$ cat src/rtl/pairload_pkg.sv
package pairload_pkg;

  localparam int REG_IDX_W = 5;
  localparam logic [REG_IDX_W-1:0] SP_INDEX = 5'd31;

  typedef enum logic [1:0] {
    WBO_SUPPRESS = 2'd0,
    WBO_UNKNOWN  = 2'd1,
    WBO_UNDEF    = 2'd2,
    WBO_NOP      = 2'd3
  } wbo_policy_e;

  typedef enum logic [1:0] {
    DUP_UNKNOWN = 2'd0,
    DUP_UNDEF   = 2'd1,
    DUP_NOP     = 2'd2
  } dup_policy_e;

  typedef enum logic [2:0] {
    ST_IDLE,
    ST_ISSUE,
    ST_WAIT_RESP,
    ST_WRITE1,
    ST_WRITE2,
    ST_WRITEBACK,
    ST_DONE
  } seq_state_e;

  typedef struct packed {
    logic                 wide;
    logic                 wback;
    logic [REG_IDX_W-1:0] rt1;
    logic [REG_IDX_W-1:0] rt2;
    logic [REG_IDX_W-1:0] rbase;
  } pair_fields_t;

  typedef struct packed {
    logic undef;
    logic nop;
    logic wb_skip;
    logic wb_unk;
    logic rt_unk;
  } pair_action_t;

endpackage

$ cat src/rtl/pairload_decode.sv
module pairload_decode
  import pairload_pkg::*;
#(
  parameter wbo_policy_e WBO_POL = WBO_SUPPRESS,
  parameter dup_policy_e DUP_POL = DUP_UNKNOWN
) (
  input  logic [31:0]  insn,
  output pair_fields_t fld,
  output pair_action_t act
);

  logic hit;
  logic base_clash;

  always_comb begin
    hit = insn[31] && (insn[29:24] == 6'b011001) && (insn[23:22] == 2'b01)
          && !insn[21] && (insn[15:13] == 3'b000) && (insn[11:10] == 2'b10);
    fld.wide  = insn[30];
    fld.wback = !insn[12];
    fld.rt2   = insn[20:16];
    fld.rbase = insn[9:5];
    fld.rt1   = insn[4:0];
  end

  assign base_clash = fld.wback && (fld.rt1 == fld.rbase || fld.rt2 == fld.rbase)
                      && (fld.rbase != SP_INDEX);

  always_comb begin
    act = '0;
    if (!hit) begin
      act.undef = 1'b1;
    end else begin
      if (base_clash) begin
        case (WBO_POL)
          WBO_SUPPRESS: act.wb_skip = 1'b1;
          WBO_UNKNOWN:  act.wb_unk  = 1'b1;
          WBO_UNDEF:    act.undef   = 1'b1;
          default:      act.nop     = 1'b1;
        endcase
      end
      if (!act.undef && !act.nop && fld.rt1 == fld.rt2) begin
        case (DUP_POL)
          DUP_UNKNOWN: act.rt_unk = 1'b1;
          DUP_UNDEF:   act.undef  = 1'b1;
          default:     act.nop    = 1'b1;
        endcase
      end
    end
  end

  always_comb begin
    assert_excl_outcome_R8: assert (!(act.undef && act.nop));
    assert_wb_choice_R8: assert (!(act.wb_skip && act.wb_unk));
  end

endmodule

$ cat src/rtl/pairload_split.sv
module pairload_split #(
  parameter int          XLEN      = 64,
  parameter logic [63:0] UNK_VALUE = 64'hA5A5_5A5A_C3C3_3C3C
) (
  input  logic              wide,
  input  logic              big_endian,
  input  logic              rt_unk,
  input  logic [2*XLEN-1:0] data,
  output logic [XLEN-1:0]   first_val,
  output logic [XLEN-1:0]   second_val
);

  localparam int HALF = XLEN / 2;

  logic [XLEN-1:0] lo_elem;
  logic [XLEN-1:0] hi_elem;
  logic [XLEN-1:0] unk_elem;

  always_comb begin
    if (wide) begin
      lo_elem  = data[XLEN-1:0];
      hi_elem  = data[2*XLEN-1:XLEN];
      unk_elem = UNK_VALUE[XLEN-1:0];
    end else begin
      lo_elem  = {{HALF{1'b0}}, data[HALF-1:0]};
      hi_elem  = {{HALF{1'b0}}, data[XLEN-1:HALF]};
      unk_elem = {{HALF{1'b0}}, UNK_VALUE[HALF-1:0]};
    end
  end

  always_comb begin
    if (rt_unk) begin
      first_val  = unk_elem;
      second_val = unk_elem;
    end else if (big_endian) begin
      first_val  = hi_elem;
      second_val = lo_elem;
    end else begin
      first_val  = lo_elem;
      second_val = hi_elem;
    end
  end

endmodule

$ cat src/rtl/pairload_seq.sv
module pairload_seq
  import pairload_pkg::*;
#(
  parameter int          XLEN           = 64,
  parameter int          SP_ALIGN_BYTES = 16,
  parameter logic [63:0] UNK_VALUE      = 64'hA5A5_5A5A_C3C3_3C3C
) (
  input  logic                 clk,
  input  logic                 rst,
  input  logic                 insn_valid,
  input  logic [31:0]          insn,
  input  logic [XLEN-1:0]      base_val,
  input  logic                 big_endian,
  input  pair_fields_t         fld,
  input  logic                 dec_undef,
  input  logic                 dec_nop,
  input  logic                 wb_skip,
  input  logic                 wb_unk,
  input  logic [XLEN-1:0]      first_val,
  input  logic [XLEN-1:0]      second_val,
  input  logic                 mem_resp_valid,
  input  logic [2*XLEN-1:0]    mem_resp_data,
  output logic [31:0]          insn_q,
  output logic                 be_q,
  output logic [2*XLEN-1:0]    data_q,
  output logic                 busy,
  output logic                 mem_req_valid,
  output logic [XLEN-1:0]      mem_req_addr,
  output logic                 mem_req_wide,
  output logic                 rf_we,
  output logic [REG_IDX_W-1:0] rf_waddr,
  output logic                 rf_wsp,
  output logic [XLEN-1:0]      rf_wdata,
  output logic                 done_valid,
  output logic                 undef_flag,
  output logic                 nop_flag,
  output logic                 align_fault
);

  localparam int              ALIGN_LSB  = $clog2(SP_ALIGN_BYTES);
  localparam logic [XLEN-1:0] OFF_NARROW = XLEN'(XLEN / 8);
  localparam logic [XLEN-1:0] OFF_WIDE   = XLEN'(2 * XLEN / 8);

  seq_state_e      state;
  logic [XLEN-1:0] base_q;
  logic            data_wr_q;
  logic            sp_misaligned;
  logic [XLEN-1:0] next_base;

  assign sp_misaligned = (fld.rbase == SP_INDEX) && (base_q[ALIGN_LSB-1:0] != '0);
  assign next_base     = base_q + (fld.wide ? OFF_WIDE : OFF_NARROW);

  always_ff @(posedge clk) begin
    if (rst) begin
      state         <= ST_IDLE;
      insn_q        <= '0;
      base_q        <= '0;
      be_q          <= 1'b0;
      data_q        <= '0;
      busy          <= 1'b0;
      mem_req_valid <= 1'b0;
      mem_req_addr  <= '0;
      mem_req_wide  <= 1'b0;
      rf_we         <= 1'b0;
      rf_waddr      <= '0;
      rf_wsp        <= 1'b0;
      rf_wdata      <= '0;
      data_wr_q     <= 1'b0;
      done_valid    <= 1'b0;
      undef_flag    <= 1'b0;
      nop_flag      <= 1'b0;
      align_fault   <= 1'b0;
    end else begin
      mem_req_valid <= 1'b0;
      rf_we         <= 1'b0;
      rf_wsp        <= 1'b0;
      data_wr_q     <= 1'b0;
      done_valid    <= 1'b0;
      case (state)
        ST_IDLE: begin
          if (insn_valid) begin
            insn_q      <= insn;
            base_q      <= base_val;
            be_q        <= big_endian;
            busy        <= 1'b1;
            undef_flag  <= 1'b0;
            nop_flag    <= 1'b0;
            align_fault <= 1'b0;
            state       <= ST_ISSUE;
          end
        end
        ST_ISSUE: begin
          if (dec_undef) begin
            undef_flag <= 1'b1;
            state      <= ST_DONE;
          end else if (dec_nop) begin
            nop_flag <= 1'b1;
            state    <= ST_DONE;
          end else if (sp_misaligned) begin
            align_fault <= 1'b1;
            state       <= ST_DONE;
          end else begin
            mem_req_valid <= 1'b1;
            mem_req_addr  <= base_q;
            mem_req_wide  <= fld.wide;
            state         <= ST_WAIT_RESP;
          end
        end
        ST_WAIT_RESP: begin
          if (mem_resp_valid) begin
            data_q <= mem_resp_data;
            state  <= ST_WRITE1;
          end
        end
        ST_WRITE1: begin
          rf_we     <= 1'b1;
          rf_waddr  <= fld.rt1;
          rf_wdata  <= first_val;
          data_wr_q <= 1'b1;
          state     <= ST_WRITE2;
        end
        ST_WRITE2: begin
          rf_we     <= 1'b1;
          rf_waddr  <= fld.rt2;
          rf_wdata  <= second_val;
          data_wr_q <= 1'b1;
          state     <= (fld.wback && !wb_skip) ? ST_WRITEBACK : ST_DONE;
        end
        ST_WRITEBACK: begin
          rf_we    <= 1'b1;
          rf_waddr <= fld.rbase;
          rf_wsp   <= (fld.rbase == SP_INDEX);
          rf_wdata <= wb_unk ? UNK_VALUE[XLEN-1:0] : next_base;
          state    <= ST_DONE;
        end
        ST_DONE: begin
          done_valid <= 1'b1;
          busy       <= 1'b0;
          state      <= ST_IDLE;
        end
        default: state <= ST_IDLE;
      endcase
    end
  end

  assert_single_req_R3: assert property (@(posedge clk) disable iff (rst)
    mem_req_valid |=> !mem_req_valid);

  assert_sp_aligned_req_R10: assert property (@(posedge clk) disable iff (rst)
    (mem_req_valid && fld.rbase == SP_INDEX) |-> (mem_req_addr[ALIGN_LSB-1:0] == '0));

  assert_zero_ext_R5: assert property (@(posedge clk) disable iff (rst)
    (rf_we && data_wr_q && !fld.wide) |-> (rf_wdata[XLEN-1:XLEN/2] == '0));

  assert_done_pulse_R11: assert property (@(posedge clk) disable iff (rst)
    done_valid |=> !done_valid);

  assert_write_while_busy_R11: assert property (@(posedge clk) disable iff (rst)
    rf_we |-> busy);

  assert_reject_silent_R10: assert property (@(posedge clk) disable iff (rst)
    (done_valid && (undef_flag || nop_flag || align_fault)) |-> !$past(rf_we));

endmodule

$ cat src/rtl/pairload_unit.sv
module pairload_unit
  import pairload_pkg::*;
#(
  parameter int          XLEN           = 64,
  parameter int          SP_ALIGN_BYTES = 16,
  parameter wbo_policy_e WBO_POL        = WBO_SUPPRESS,
  parameter dup_policy_e DUP_POL        = DUP_UNKNOWN,
  parameter logic [63:0] UNK_VALUE      = 64'hA5A5_5A5A_C3C3_3C3C
) (
  input  logic                 clk,
  input  logic                 rst,
  input  logic                 insn_valid,
  input  logic [31:0]          insn,
  input  logic [XLEN-1:0]      base_val,
  input  logic                 big_endian,
  output logic                 busy,
  output logic                 mem_req_valid,
  output logic [XLEN-1:0]      mem_req_addr,
  output logic                 mem_req_wide,
  input  logic                 mem_resp_valid,
  input  logic [2*XLEN-1:0]    mem_resp_data,
  output logic                 rf_we,
  output logic [REG_IDX_W-1:0] rf_waddr,
  output logic                 rf_wsp,
  output logic [XLEN-1:0]      rf_wdata,
  output logic                 done_valid,
  output logic                 undef_flag,
  output logic                 nop_flag,
  output logic                 align_fault
);

  logic [31:0]       insn_q;
  logic              be_q;
  logic [2*XLEN-1:0] data_q;
  pair_fields_t      fld;
  pair_action_t      act;
  logic [XLEN-1:0]   first_val;
  logic [XLEN-1:0]   second_val;

  pairload_decode #(
    .WBO_POL (WBO_POL),
    .DUP_POL (DUP_POL)
  ) u_decode (
    .insn (insn_q),
    .fld  (fld),
    .act  (act)
  );

  pairload_split #(
    .XLEN      (XLEN),
    .UNK_VALUE (UNK_VALUE)
  ) u_split (
    .wide       (fld.wide),
    .big_endian (be_q),
    .rt_unk     (act.rt_unk),
    .data       (data_q),
    .first_val  (first_val),
    .second_val (second_val)
  );

  pairload_seq #(
    .XLEN           (XLEN),
    .SP_ALIGN_BYTES (SP_ALIGN_BYTES),
    .UNK_VALUE      (UNK_VALUE)
  ) u_seq (
    .clk            (clk),
    .rst            (rst),
    .insn_valid     (insn_valid),
    .insn           (insn),
    .base_val       (base_val),
    .big_endian     (big_endian),
    .fld            (fld),
    .dec_undef      (act.undef),
    .dec_nop        (act.nop),
    .wb_skip        (act.wb_skip),
    .wb_unk         (act.wb_unk),
    .first_val      (first_val),
    .second_val     (second_val),
    .mem_resp_valid (mem_resp_valid),
    .mem_resp_data  (mem_resp_data),
    .insn_q         (insn_q),
    .be_q           (be_q),
    .data_q         (data_q),
    .busy           (busy),
    .mem_req_valid  (mem_req_valid),
    .mem_req_addr   (mem_req_addr),
    .mem_req_wide   (mem_req_wide),
    .rf_we          (rf_we),
    .rf_waddr       (rf_waddr),
    .rf_wsp         (rf_wsp),
    .rf_wdata       (rf_wdata),
    .done_valid     (done_valid),
    .undef_flag     (undef_flag),
    .nop_flag       (nop_flag),
    .align_fault    (align_fault)
  );

endmodule

$ cat config.mk
export PLATFORM = sky130hd
export DESIGN_NAME = pairload_unit
export DESIGN_NICKNAME = d
export VERILOG_FILES = /design/src/rtl/pairload_pkg.sv /design/src/rtl/pairload_decode.sv /design/src/rtl/pairload_split.sv /design/src/rtl/pairload_seq.sv /design/src/rtl/pairload_unit.sv
export SDC_FILE = /design/constraint.sdc
export NUM_CORES = 1
export LEC_CHECK = 0
export BUFFER_PORTS_ARGS = -buffer_cell sky130_fd_sc_hd__buf_2
export CAP_MARGIN = 20
export CORE_ASPECT_RATIO = 0.9
export CORE_MARGIN = 10
export CORE_UTILIZATION = 40
export CTS_CLUSTER_DIAMETER = 200
export DETAILED_ROUTE_END_ITERATION = 7
export PLACE_DENSITY_LB_ADDON = 0.15
export SLEW_MARGIN = 20
export SYNTH_ARGS = -nofsm -noshare
export SYNTH_HDL_FRONTEND = slang
export SYNTH_SLANG_ARGS = --single-unit
$ cat constraint.sdc
create_clock -name clk -period 3.5 [get_ports clk]
set_clock_uncertainty 0.1 [all_clocks]
set_input_delay 0.875 -clock clk [delete_from_list [all_inputs] [get_ports clk]]
set_output_delay 0.875 -clock clk [all_outputs]
set_load 0.02 [all_outputs]
==> results of run 1 <==
==> layout make-up <==
class                           instances  area [um2]  share of cell area [%]
Inverter                               13        48.8                   0.240
Clock buffer                           59        1240                    6.10
Clock inverter                         10        80.1                   0.394
Tap cell                              540         676                    3.33
Sequential cell                       370        7410                    36.5
Timing Repair Buffer                  421        2360                    11.6
Multi-Input combinational cell       1585        8500                    41.8
==> power breakdown <==
group / internal (mW) / total, mW / switching [mW] / leakage (nW)
clock: 2.52 / 4.28 / 1.76 / 0.649
combinational: 0.711 / 2.07 / 1.36 / 4.11
sequential: 4.51 / 4.82 / 0.320 / 3.00
==> kinds of logic after synthesis <==
family          after synthesis
mux                          63
simple gates                920
fa+ha+maj                     3
flops                       370
compound gates              533
xor+xnor                     66
buf+inv                     199
==> per-stage QoR <==
| stage | setup WS (ns) | power [mW] | util [%] | instances |
|---|---|---|---|---|
| after floorplan | 0.0461 | 6.08 | - | 2154 |
| after global placement | 0.293 | 6.92 | 46.5 | 2929 |
| after detailed placement | 0.234 | 6.95 | 46.5 | 2929 |
| after CTS | 0.239 | 11.2 | 49.8 | 2998 |
| after global routing | 0.103 | 11.6 | 49.8 | 2998 |
| final | 0.190 | 11.2 | 49.8 | 2998 |
==> synthesized netlist by cell type, types with 3 or more instances <==
library cell	count
mux2i_1	50
a31oi_1	7
nand3b_1	3
nor4_1	18
o211ai_1	4
a211oi_1	10
nor4_2	4
a32oi_1	11
nor2_1	92
nor2b_1	5
o21ai_0	36
buf_2	14
xnor2_1	47
o21a_1	3
o221a_2	6
nand2b_1	5
nor3_1	51
and3_1	8
o21bai_1	6
clkbuf_1	160
a221oi_1	79
mux2_2	13
a21oi_1	330
xor2_1	17
a22oi_1	5
nand4_1	31
o22ai_1	18
dfxtp_1	370
nand3_1	34
and4_1	4
nand2_1	642
buf_1	12
nor3b_1	3
o211a_1	3
inv_1	12
or4_1	5
==> sequential cells by signal (all words and copies together) (netlist names), 3 cells and up <==
signal and flops:
u_seq.base_q 64, u_seq.data_q 128, u_seq.insn_q 32, u_seq.mem_req_addr 64, u_seq.rf_waddr 5, u_seq.rf_wdata 64, u_seq.state 3
==> layout by cell type, fill, tap and decap left out, drive strengths merged, types with 3 or more instances in the layout <==
cell type / Yosys / layout
nand3: 34 / 34
buf: 26 / 421
o211a: 3 / 3
a31oi: 7 / 7
dfxtp: 370 / 370
a22oi: 5 / 5
o21bai: 6 / 6
a221oi: 79 / 79
and4: 4 / 4
clkbuf: 160 / 59
nand2: 642 / 642
a21oi: 330 / 330
o21a: 3 / 3
clkinv: 0 / 7
o221a: 6 / 6
or4: 6 / 6
nand4: 33 / 33
o21ai: 37 / 37
nor3: 53 / 53
nor3b: 4 / 4
mux2i: 50 / 50
nand3b: 3 / 3
and3: 8 / 8
a32oi: 11 / 11
a211oi: 10 / 10
o211ai: 4 / 4
inv: 13 / 13
o22ai: 18 / 18
mux2: 13 / 13
nor2b: 5 / 5
nor2: 92 / 92
xnor2: 49 / 49
nor4: 23 / 23
xor2: 17 / 17
nand2b: 5 / 5
==> worst max-delay path by stage <==
stage	slack, ns	to	startpoint	depth (start not counted)
2_1_floorplan	0.05	u_seq.rf_wdata[29]	u_seq.insn_q[30]	13
3_3_place_gp	0.29	u_seq.rf_wdata[59]	u_seq.insn_q[30]	11
3_5_place_dp	0.23	u_seq.rf_wdata[59]	u_seq.insn_q[30]	10
4_1_cts	0.24	u_seq.rf_wdata[59]	u_seq.insn_q[30]	10
5_1_grt	0.10	u_seq.rf_wdata[59]	u_seq.base_q[3]	10
6_report	0.19	u_seq.rf_wdata[59]	u_seq.base_q[3]	10
==> worst reg2reg max path, cell delays in order, from the launching register on <==
cell	delay, ns
dfxtp_1	0.38
ha_1	0.19
inv_1	0.06
fa_1	0.39
nand3b_1	0.35
or4_1	0.61
buf_4	0.20
nor4b_4	0.46
nand4_1	0.19
xor2_1	0.16
o22ai_1	0.09
==> per-layer routing <==
| layer | vias up | global-route usage, % | share of wire [%] |
|---|---|---|---|
| li1 | 8017 | - | - |
| met1 | 8088 | 32.5 | 43 |
| met2 | 677 | 41.1 | 46 |
| met3 | 87 | 5.92 | 8.1 |
| met4 | 2 | 7.67 | 2.7 |
| met5 | - | 0 | 0.019 |
==> metrics, run 1 <==
status=finished clean; Seq cells post-synth=370; RSZ-0062 raised after global routing=false; mux contribution to synthesized area=3.90%; postcts setup bufs=0; critical path, cell by cell=ha_1 > inv_1 > fa_1 > nand3b_1 > or4_1 > buf_4 > nor4b_4 > nand4_1 > xor2_1 > o22ai_1; Peak Freq=302 MHz; compound-gate portion of the synthesized area=19.3%; number of cells on the worst hold path=2; number of synthesized flops with an enable pin=0; Synth Area in Adders=0.271%; final hold violations=0; Design Area, Final=0.0203 mm2; DIE HEIGHT=213 um; vias in the first global route=16,200; Final period util=94.6%; CTS buffer count=42; area grow syn2layout=22.3%; Worst Path Arrival=3.62 ns; Final HPWL DP=49,800 um; worst hold path endpoint=u_seq.insn_q[24]; top_reg_cell synth=dfxtp_1; Detailed Route WL=66,700 um; flop2flop setup slack=0.19 ns; WHS=0.349 ns; Slew Limit Fails=0; Port-buffer cells=370; pin count of the biggest net entering global routing=129; final setup vio count=0; # diodes=0; Synth Area in XOR/XNOR=3.57%; Worst-path clk slew=0.06 ns; floorplan row count=70; Longest Clk Path Bufs=3; Peak VDD IR=0.412 mV; layout cells sized above 1=21.6%; post-synthesis simple-gate area fraction=23.7%; Synth Instances=2,154; Post-layout nets=2,665; Ys Warns=0; Detail Route Antenna Nets=0; largest family of logic cells by synthesized area=simple AND/OR/NAND/NOR gates; Synth area leader=dfxtp_1; total gr overflow=0; Max Cap Viol=0; Remaining DRCs=0; Initial Utilization=40.7%; type of origin of the critical path=register; Yosys top cell area share=44.6%; P_leak=7.77 nW; critical-path maximum fanout=5; HP Class=register to register; final worst path period need=3.31 ns; CTS Root Cell=clkbuf_16; Total Routing Usage GR=25.2%; Die W=235 um; hold_buf cts=0; Layout fillers=4,157; post-synthesis cell type count=61; Die ar.=0.0501 mm2; Worst slew margin=30.2%; slowest stage delay, CP=0.61 ns; mapped cell area=0.0166 mm2; RD Place Congestion=0.886; first-pass GRT wire length=98,800 um; Worst setup EP type=register; Crit-path slowest cell=or4_1; Vias/cell=5.63; hold path start=u_seq.insn_q[24]; synthesized area per cell=7.71 um2; wire per inst=22.3 um; TritonCTS clock tree=built; via count=16,900; Skew-Pair Late Insertion Delay=0.56 ns; post-CTS sizing=0; placed inst area=0.0190 mm2; setup TNS=0 ns; Mapped Nets=2,386; main area contributors after synthesis=dfxtp_1 (45%), nand2_1 (15%), a21oi_1 (9.9%); Pre-antenna DRT Iters=5; r2r startpoint=u_seq.base_q[3]; reg2reg end=u_seq.rf_wdata[59]; part of the Yosys area used for sequential elements=44.6%; initial antenna violation count=2; H-Tree Level Count=2; P per Cell Area=550 mW/mm2; Sink Count=370; IO Pins=371; CP delay by family, top=simple AND/OR/NAND/NOR gates; Setup CP Type=register to register; initial drt markers=1,564; Buf+Inv Stages, Crit Path=2; worst slew pin tran=1.03 ns; worst r2r path cells=10; Core Box Area=0.0408 mm2; ys async rst share=0%; CP Data Required Time=3.81 ns
Note: power is estimated with default switching activity, not from simulation.
==> inputs of run 2 (changes only) <==
Settings changed: ABC_CLOCK_PERIOD_IN_PS from default to 3800.
Clock period 3.5 ns to 3.8 ns, I/O delays scaled along.
==> metrics, run 2 (synthesis gave the netlist of run 1 again) <==
Largest register FFs=128 (unchanged); Reg with most FFs=u_seq.data_q; Final period util=86.3% (-8.3 points); Die ar.=0.0501 mm2 (unchanged); CP Data Required Time=4.10 ns (+0.29 ns); pin count of the biggest net entering global routing=159 (+23%); Setup CP Type=register to register; Worst Path Arrival=3.58 ns (-0.04 ns); postcts setup bufs=0 (unchanged); clock network fraction of design power=39.8% (+1.5 points); hold_buf cts=0 (unchanged); flop2flop setup slack=0.52 ns (+0.33 ns); first-pass GRT wire length=98,100 um (-0.71%); Post-layout nets=2,651 (-0.53%); hold path start=u_seq.mem_req_addr[17]; Worst setup EP type=register; number of cells on the worst hold path=2 (unchanged); worst slew pin tran=0.806 ns (-0.227 ns); Detailed Route WL=66,200 um (-0.80%); Skew-Pair Late Insertion Delay=0.55 ns (about the same); vias in the first global route=16,100 (-0.89%); Slew Limit Fails=0 (unchanged); IO Pins=371 (unchanged); Sw Ratio=30.4% (-0.34 points); final hold violations=0 (unchanged); P per Cell Area=517 mW/mm2 (-6.1%); dpl ws=0.528 ns (+0.294 ns); type of origin of the critical path=register; Pre-antenna DRT Iters=6 (+1); Placed Cells=2,915 (-0.48%); Max Cap Viol=0 (unchanged); RSZ-0062 raised after global routing=false; Die W=235 um (unchanged); H-Tree Level Count=2 (unchanged); Vias/cell=5.60 (-0.43%); Port-buffer cells=370 (unchanged); Detail Route Antenna Nets=0 (unchanged); Worst-path clk slew=0.06 ns (about the same); HP Class=register to register; final core occ=49.6% (-0.11 points); combinational fraction of design power=17.4% (-1.1 points); Peak VDD IR=0.349 mV (-15%); critical-path maximum fanout=6 (+1); area grow syn2layout=22.0%; Reg power frac=42.8% (-0.4 points); floorplan row count=70 (unchanged); Non-Filler Instances=2,992 (-0.20%); Sink Count=370 (unchanged); Longest Clk Path Bufs=3 (unchanged); CTS buffer count=42 (unchanged); TritonCTS clock tree=built; Remaining DRCs=0 (unchanged); RD Place Congestion=0.884 (-0.29%); Peak Freq=305 MHz (+0.96%); CTS Root Cell=clkbuf_16; final setup vio count=0 (unchanged); via count=16,800 (-0.63%); Design Area, Final=0.0203 mm2 (-0.23%); initial antenna violation count=1 (-1); worst hold path endpoint=u_seq.mem_req_addr[17]; worst r2r path cells=10 (unchanged); initial drt markers=1,870 (+20%); placed inst area=0.0188 mm2 (-0.82%); Final HPWL DP=49,400 um (-0.74%); wire per inst=22.1 um (-0.60%); final setup margin=0.521 ns (+0.331 ns); Switch Pwr=3.19 mW (-7.3%); post-CTS sizing=0 (unchanged); Initial Utilization=40.7% (unchanged); final worst path period need=3.28 ns (-0.0314 ns); Total Routing Usage GR=24.9% (-0.31 points); reg2reg end=u_seq.rf_wdata[59]; most frequent cells in the layout=nand2_1 (641), buf_2 (369), dfxtp_1 (369), a21oi_1 (330), nor2_1 (90); setup TNS=0 ns (unchanged); commonest non-fill, non-tap cell in the layout=nand2_1; Core Box Area=0.0408 mm2 (unchanged); status=finished clean; P_leak=7.73 nW (-0.43%); # diodes=0 (unchanged); total gr overflow=0 (unchanged); layout cells sized above 1=21.3% (-0.27 points); Int Power=7.29 mW (-5.8%); r2r startpoint=u_seq.insn_q[30]; DIE HEIGHT=213 um (unchanged); Worst slew margin=45.8% (+16 points)
==> run 2: cell count changes in the layout (fill, tap and decap cells not counted), sizes merged <==
cell,previous run,this run
buf,421,407
bufinv,1,2
clkbuf,59,65
clkinvlp,2,1
clkinv,7,9
==> run 2: area by class of cell <==
type                       count  area [um2]
clock inverter                12         116
clock buffer                  65        1310
tap                          540         676
inverter                      13        48.8
sequential                   370        7410
multi-input combinational   1585        8500
timing repair buffer         407        2200
fill                        4123       20600
==> run 2: how the worst max path moves through the flow <==
stage | from | endpoint | depth (start not counted)
finish | u_seq.insn_q[30] | u_seq.rf_wdata[59] | 10
detailed placement | u_seq.insn_q[30] | u_seq.rf_wdata[59] | 10
global route | u_seq.insn_q[30] | u_seq.rf_wdata[59] | 10
global placement | u_seq.insn_q[30] | u_seq.rf_wdata[29] | 10
floorplan | u_seq.insn_q[30] | u_seq.rf_wdata[29] | 11
CTS | u_seq.insn_q[30] | u_seq.rf_wdata[59] | 10
==> run 2: metrics by stage <==
stage                     hold WS [ns]  power [mW]
after floorplan                  0.331        5.60
after global placement           0.337        6.33
after detailed placement         0.343        6.36
after CTS                        0.351        10.5
after global routing             0.370        10.9
final                            0.348        10.5
==> run 2: worst max-delay path: stages, from the launching register on <==
cell and delay (ns):
dfxtp_2 0.34, inv_1 0.06, buf_4 0.16, fa_1 0.45, nand3b_1 0.36, or4_1 0.60, buf_4 0.20, nor4b_4 0.42
nand4_1 0.16, xor2_1 0.17, o22ai_1 0.10
==> run 2: routing by layer <==
layer	track usage (%)	up-vias	share of wire, %
met5	0	-	0
met2	40.5	660	47
li1	-	7995	-
met4	6.78	0	2.5
met1	32.2	8018	43
met3	6.22	91	8.5
==> run 2: power groups by stage <==
stage / registers [mW] / clock network, mW / logic [mW]
2_1_floorplan: 4.51 / 0 / 1.09
3_3_place_gp: 4.55 / 0 / 1.78
3_5_place_dp: 4.56 / 0 / 1.80
4_1_cts: 4.47 / 4.23 / 1.81
5_1_grt: 4.51 / 4.38 / 1.98
6_report: 4.48 / 4.17 / 1.82
==> inputs of run 3 (changes only) <==
Settings changed: CORE_UTILIZATION 40 to 55.
==> metrics, run 3 (synthesis gave the netlist of run 1 again) <==
Initial Utilization=55.7% (+15 points); dpl ws=0.407 ns (-0.122 ns); Worst-path clk slew=0.06 ns (about the same); CP Depth=11 (+1); Power Total=10.1 mW (-3.3%); Remaining DRCs=0 (unchanged); Max Cap Viol=0 (unchanged); Worst slew margin=35.6% (-10 points); IO Pins=371 (unchanged); CP Data Required Time=4.07 ns (-0.03 ns); area grow syn2layout=20.6%; CTS Root Cell=clkbuf_16; critical path, cell by cell=inv_1 > ha_1 > inv_1 > fa_1 > nand3b_1 > or4_1 > buf_4 > nor4b_4 > nand4_1 > xor2_1 > o22ai_1; Die W=203 um (-13%); Peak Freq=292 MHz (-4.2%); RD Place Congestion=1.00 (+13%); Sw Ratio=30.2% (-0.22 points); FF/Latch Area=0.00741 mm2 (unchanged); initial drt markers=2,044 (+9.3%); Worst setup EP type=register; Slew Limit Fails=0 (unchanged); Crit-path slowest cell=or4_1; most frequent cells in the layout=nand2_1 (641), buf_2 (369), dfxtp_1 (369), a21oi_1 (330), nor2_1 (90); Switch Pwr=3.06 mW (-4.1%); Placed Cells=2,788 (-4.4%); Reg with most FFs=u_seq.data_q; TritonCTS clock tree=built; Longest Clk Path Bufs=3 (unchanged); Total Routing Usage GR=31.3% (+6.4 points); P_leak=7.71 nW (-0.33%); Largest register FFs=128 (unchanged); area of the multi-input gates=0.00850 mm2 (unchanged); Peak VDD IR=0.354 mV (+1.5%); Post-layout nets=2,657 (+0.23%); most common cell type on the critical path=inv_1; HP Class=register to register; CP delay by family, top=simple AND/OR/NAND/NOR gates; post-CTS sizing=0 (unchanged); critical-path maximum fanout=7 (+1); status=finished clean; Layout fillers=2,624 (-36%); Setup CP Type=register to register; Final period util=90.1% (+3.8 points); Detail Route Antenna Nets=0 (unchanged); Final HPWL DP=45,300 um (-8.3%); Die ar.=0.0375 mm2 (-25%); hold_buf cts=0 (unchanged); Buf+Inv Stages, Crit Path=3 (unchanged); clock network fraction of design power=37.8% (-2.0 points); postcts setup bufs=0 (unchanged); H-Tree Level Count=2 (unchanged); worst r2r path cells=11 (+1); Skew-Pair Late Insertion Delay=0.53 ns (-0.02 ns); Pre-antenna DRT Iters=6 (unchanged); pin count of the biggest net entering global routing=148 (-6.9%); number of cells on the worst hold path=2 (unchanged); Non-Filler Instances=2,854 (-4.6%); final setup margin=0.376 ns (-0.145 ns); commonest non-fill, non-tap cell in the layout=nand2_1; vias in the first global route=16,200 (+0.64%); worst slew pin tran=0.963 ns (+0.157 ns); type of origin of the critical path=register; combinational fraction of design power=18.2% (+0.8 points); # diodes=0 (unchanged); DIE HEIGHT=185 um (-13%); Int Power=7.07 mW (-3.0%); initial antenna violation count=1 (unchanged); Reg power frac=44.0% (+1.2 points); RSZ-0062 raised after global routing=false; wire per inst=21.6 um (-2.3%); via count=17,100 (+2.0%); Sink Count=370 (unchanged); layout cells sized above 1=21.2% (-0.073 points); Port-buffer cells=370 (unchanged); setup TNS=0 ns (unchanged); final setup vio count=0 (unchanged); Worst Path Arrival=3.70 ns (+0.12 ns); slowest stage delay, CP=0.58 ns (-0.02 ns); Core Box Area=0.0298 mm2 (-27%); Detailed Route WL=61,700 um (-6.8%); final hold violations=0 (unchanged); CTS buffer count=38 (-9.5%); Vias/cell=5.99 (+6.9%); first-pass GRT wire length=93,600 um (-4.6%); P per Cell Area=506 mW/mm2 (-2.2%); floorplan row count=60 (-14%); total gr overflow=0 (unchanged); final worst path period need=3.42 ns (+0.145 ns)
-- run 3: changes by cell type in the layout (fill, tap and decap cells not counted) --
cell       previous run  this run
clkbuf_1              9        10
clkbuf_8             11         5
bufinv_16             2         3
buf_4                32        40
buf_12                5         7
clkbuf_16            45        41
clkinv_2              8         5
-- run 3: worst min-delay path: cells and delay by family, from the launching register on --
family / cells / cell delay (ns)
and+or+nand+nor: 1 / 0.05
DFF: 1 / 0.30
AOI/OAI and AO/OA: 1 / 0.05
-- run 3: power by group through the flow --
| stage | sequential [mW] | clock [mW] | combinational (mW) |
|---|---|---|---|
| finish | 4.46 | 3.82 | 1.84 |
| global route | 4.48 | 3.99 | 2.00 |
| CTS | 4.45 | 3.84 | 1.82 |
| detailed placement | 4.53 | 0 | 1.81 |
| global placement | 4.52 | 0 | 1.78 |
| floorplan | 4.51 | 0 | 1.09 |
-- run 3: layout make-up --
cell class              instances  area share, %
multi-input cells            1585           42.4
flip-flops and latches        370           37.0
repair buffers                417           11.5
clock buffers                  56           5.65
well taps                     403           2.52
clock inverters                10          0.656
inverters                      13          0.244
-- run 3: metal layers --
metal / track usage, % / vias to the layer above / wire length (um)
met5: 0 / - / 7
met4: 9.93 / 2 / 2090
met3: 6.92 / 130 / 6240
met2: 51.1 / 870 / 28700
met1: 40.4 / 8103 / 24700
li1: - / 7996 / -
-- run 3: metrics by stage --
step,hold slack (ns),area [um2],utilization [%]
after floorplan,0.331,16600,-
after global placement,0.338,18800,62.9
after detailed placement,0.344,18800,62.9
after CTS,0.352,20000,67.2
after global routing,0.368,20000,67.2
final,0.349,20000,67.2
-- run 3: path summary, 6_finish.rpt --
path | from | end | slack [ns]
hold / removal | u_seq.mem_req_addr[19] | u_seq.mem_req_addr[19] | 0.35
hold reg to reg | u_seq.mem_req_addr[19] | u_seq.mem_req_addr[19] | 0.35
setup / recovery | u_seq.insn_q[30] | u_seq.rf_wdata[59] | 0.38
setup reg to reg | u_seq.insn_q[30] | u_seq.rf_wdata[59] | 0.38
